==> src/rtl/cmd_pend_ctl.sv <==
module cmd_pend_ctl (
  input  logic clk,
  input  logic rst_n,
  input  logic reg_wr,
  input  logic clr_n,
  input  logic rom_wr,
  input  logic rom_wd0,
  output logic mcu_irq,
  output logic host_pend,
  output logic mcu_rst_n
);

  logic [1:0] clr_sync;
  logic       clr_req;
  logic       pend_q;
  logic       host_q;
  logic       ctl_q;

  always_ff @(negedge clk)
    clr_sync <= {clr_sync[0], clr_n};

  assign clr_req = ~clr_sync[1];

  always_ff @(negedge clk)
    if (reg_wr)       pend_q <= 1'b1;
    else if (clr_req) pend_q <= 1'b0;

  always_ff @(posedge clk)
    host_q <= pend_q;

  always_ff @(negedge clk or negedge rst_n)
    if (!rst_n)      ctl_q <= 1'b0;
    else if (rom_wr) ctl_q <= rom_wd0;

  assign mcu_irq   = pend_q;
  assign host_pend = host_q;
  assign mcu_rst_n = ~ctl_q;

endmodule

==> config.mk <==
export PLATFORM = sky130hd
export DESIGN_NAME = cmd_pend_ctl
export DESIGN_NICKNAME = d
export VERILOG_FILES = /design/src/rtl/cmd_pend_ctl.sv
export SDC_FILE = /design/constraint.sdc
export NUM_CORES = 1
export LEC_CHECK = 0
export BUFFER_PORTS_ARGS = -buffer_cell sky130_fd_sc_hd__buf_2
export CORE_AREA = 2 2 39 41
export CTS_BUF_LIST = sky130_fd_sc_hd__clkbuf_8 sky130_fd_sc_hd__clkbuf_16
export CTS_CLUSTER_DIAMETER = 80
export DETAILED_ROUTE_END_ITERATION = 10
export DIE_AREA = 0 0 41 43
export GPL_TIMING_DRIVEN = 0
export HOLD_SLACK_MARGIN = 0.02
export PLACE_DENSITY = 0.33
export SETUP_SLACK_MARGIN = 0.15
export SKIP_CTS_REPAIR_TIMING = 1
export SLEW_MARGIN = 20
export SYNTH_ARGS = -nofsm -noshare
export SYNTH_HDL_FRONTEND = slang
export SYNTH_SLANG_ARGS = --single-unit
==> constraint.sdc <==
create_clock -name clk -period 0.88 [get_ports clk]
set_input_delay 0.044 -clock clk [delete_from_list [all_inputs] [get_ports clk]]
set_output_delay 0.044 -clock clk [all_outputs]
set_load 0.02 [all_outputs]
Word-level counts from Yosys, hierarchy flattened:

Cells that the tools add are included.
Widths: inputs -> output; s select.

* bits in registers: 5
* input bits: 6
* output and inout port bits: 3
* word-level logic and storage cells: 5

* bitwise logic cells: 1

Operators by type and width (count)
* $not 1->1: 1

Depth between registers and ports, before layout:

* depth after elaboration: 1
* depth in mapped cells: 1
* gate-level depth less buffers: 1

==> impl_metrics.py <==
metrics = {
    "clock_tree": {
        "path_clk_slew_ns": 0.03,
        "cts_max_level": 1,
        "clk-insertion-delay-late_ns": 0.28,
        "cts-root-buf": "clkbuf_8",
        "cts_buffers": 3,
        "clockBufferDepth": 2,
        "cts_tree": "done",
        "cts.sink_count": 5,
    },
    "setup_path": {
        "required_ns": 0.84,
        "crit_fanout": 2,
        "cp-end-kind": "output port",
        "start_kind": "flip-flop",
        "criticalPathCategory": "reg2out",
        "crit_arrival_ns": 1.26,
    },
    "synthesis": {
        "yosysSeqAreaShare": 0.7778,
        "synth_fp_nets": 15,
        "yosysWarnings": 0,
        "synth_top_area_frac": 0.5926,
        "synth_top_cell_by_area": "dfxtp_1",
        "syn_area_um2": 135.1,
        "netlist_instances": 9,
        "ys_ff_latch": 5,
        "synth_top_cells_by_area": "dfxtp_1 (59%), dfrtn_1 (19%), mux2_4 (11%)",
        "synthDistinctLibCells": 5,
        "synth.avg_cell_area_um2": 15.01,
    },
    "power": {
        "seq_power_share": 0.330,
        "power_w": 0.0007679,
        "p_switching_w": 0.0001664,
        "internal_power_w": 0.0006015,
        "leakagePower_nw": 0.1431,
        "power_frac_clock": 0.586,
        "switching_share": 0.2167,
        "p_comb_frac": 0.084,
        "ir_worst_vdd_mv": 0.6004,
        "power.density_nw_per_um2": 2777,
    },
    "timing": {
        "worstMarginPinSlew_ns": 0.09838,
        "slew_violations": 0,
        "rsz0062_at_grt": "yes",
        "hold_viol": 0,
        "finalWorstSetupSlack_ns": -0.4260,
        "setup_violations": 3,
        "skew_ns": 0.06168,
        "slew_headroom": 0.9344,
    },
    "placement": {
        "place.gp.congestion": 0.4545,
        "io_buffers": 8,
    },
    "floorplan": {
        "core-area_um2": 1384,
        "die_h_um": 43,
        "initial_core_util": 0.09765,
        "rows": 14,
        "ioPinCount": 9,
        "die_w_um": 41,
        "dieArea_um2": 1763,
    },
    "global_routing": {
        "grt_max_degree": 4,
        "grt_usage": 0.03514,
        "antenna_found_initial": 0,
        "grt_pass1_wl_um": 338,
        "grt_pass1_vias": 117,
        "grt.overflow.total": 0,
    },
    "run_status": {
        "status": "finished with violations",
        "violations": "setup timing",
    },
    "route": {
        "drc": 0,
        "routed_wl_um": 269,
        "vias": 116,
        "drtAntennaViolNets": 0,
        "wl_per_cell_um": 6.725,
        "drt_iter0_markers": 0,
        "first_pass_iters": 1,
        "routed_via_density": 2.900,
    },
    "final_layout": {
        "final_util": 0.1998,
        "final_nets": 31,
        "n_fill_cell": 154,
        "syn2layout_area_growth_pct": 104.6,
        "diodes": 0,
        "layout-drive-gt1-share": 0.5833,
    },
    "worst_hold_path": {
        "hp-class": "in2reg",
    },
    "job": {
        "cap_violations": 0,
    },
}
==> cells in the mapped netlist, drive strengths merged <==
library cell,instances
dfxtp,4
inv,2
a21o,1
mux2,1
dfrtn,1
==> path summary, 6_finish.rpt <==
path | from | to | slack [ns] | cells after the start
worst max-delay path | ctl_q | mcu_rst_n | -0.43 | 2
min in group asynchronous | rst_n | ctl_q | 0.44 | 2
worst max register to register | mcu_irq | host_pend | -0.07 | 0
worst min register to register | clr_sync[0] | clr_sync[1] | 0.32 | 0
max in group asynchronous | rst_n | ctl_q | 0.33 | 2
worst min-delay path | clr_n | clr_sync[0] | 0.31 | 1
==> power groups by stage <==
stage,Clock [W],Sequential (W),Combinational (W)
finish,0.000450,0.000253,0.0000646
detailed placement,0.0000283,0.000256,0.0000498
floorplan,0.0000283,0.000262,0.0000181
global route,0.000502,0.000254,0.0000697
global placement,0.0000283,0.000254,0.0000487
CTS,0.000469,0.000253,0.0000502
==> placed cells by master (no fill, tap or decap) <==
cell type	count
dfxtp_4	1
inv_1	3
a21o_1	1
mux2_4	1
buf_2	5
dfrtn_1	1
dfxtp_1	3
clkinv_1	1
buf_6	2
buf_4	1
inv_2	1
dlygate4sd3_1	1
clkbuf_8	3
==> metal layers <==
layer | GRT usage | up-vias | part of all wire
met4 | 0.04667 | 0 | 0
met1 | 0.01286 | 52 | 0.37
li1 | - | 56 | -
met5 | 0 | - | 0
met2 | 0.04063 | 8 | 0.46
met3 | 0.05759 | 0 | 0.17
==> layout make-up <==
| type | count | area (µm²) | area share |
|---|---|---|---|
| clock inverters | 4 | 15.01 | 0.05430 |
| multi-input cells | 2 | 22.52 | 0.08145 |
| clock buffers | 3 | 41.29 | 0.1493 |
| flip-flops and latches | 5 | 108.9 | 0.3937 |
| repair buffers | 9 | 65.06 | 0.2353 |
| well taps | 16 | 20.02 | 0.07240 |
| inverters | 1 | 3.754 | 0.01357 |
==> metrics by stage <==
stage | TNS [ns] | cell area [µm²] | hold WS [ns] | setup slack, ns | instances
floorplan | -0.1312 | 138.9 | 0.07984 | -0.06551 | 9
global placement | -0.4166 | 198.9 | 0.1497 | -0.1791 | 33
global route | -0.9339 | 276.5 | 0.3049 | -0.4639 | 40
CTS | -0.8996 | 251.5 | -0.1044 | -0.4508 | 39
finish | -0.8354 | 276.5 | 0.3108 | -0.4260 | 40
detailed placement | -0.4397 | 198.9 | 0.1510 | -0.1926 | 33
==> kinds of logic (layout without fill, tap and decap cells) <==
logic type	Yosys count	in the layout	share of synthesized area
compound gates	1	1	0.05558
buf+inv	2	17	0.05558
flops	5	5	0.7778
mux	1	1	0.1111
==> sequential cells by signal, summed over array words and instances, names as in the netlist <==
signal	cells
mcu_irq	1
clr_sync	2
host_pend	1
ctl_q	1
==> worst max-delay path, stage by stage (launching register included) <==
cell     delay, ns
dfrtn_1       0.42
inv_2         0.04
buf_6         0.12
(Power assumes the default switching activity.)
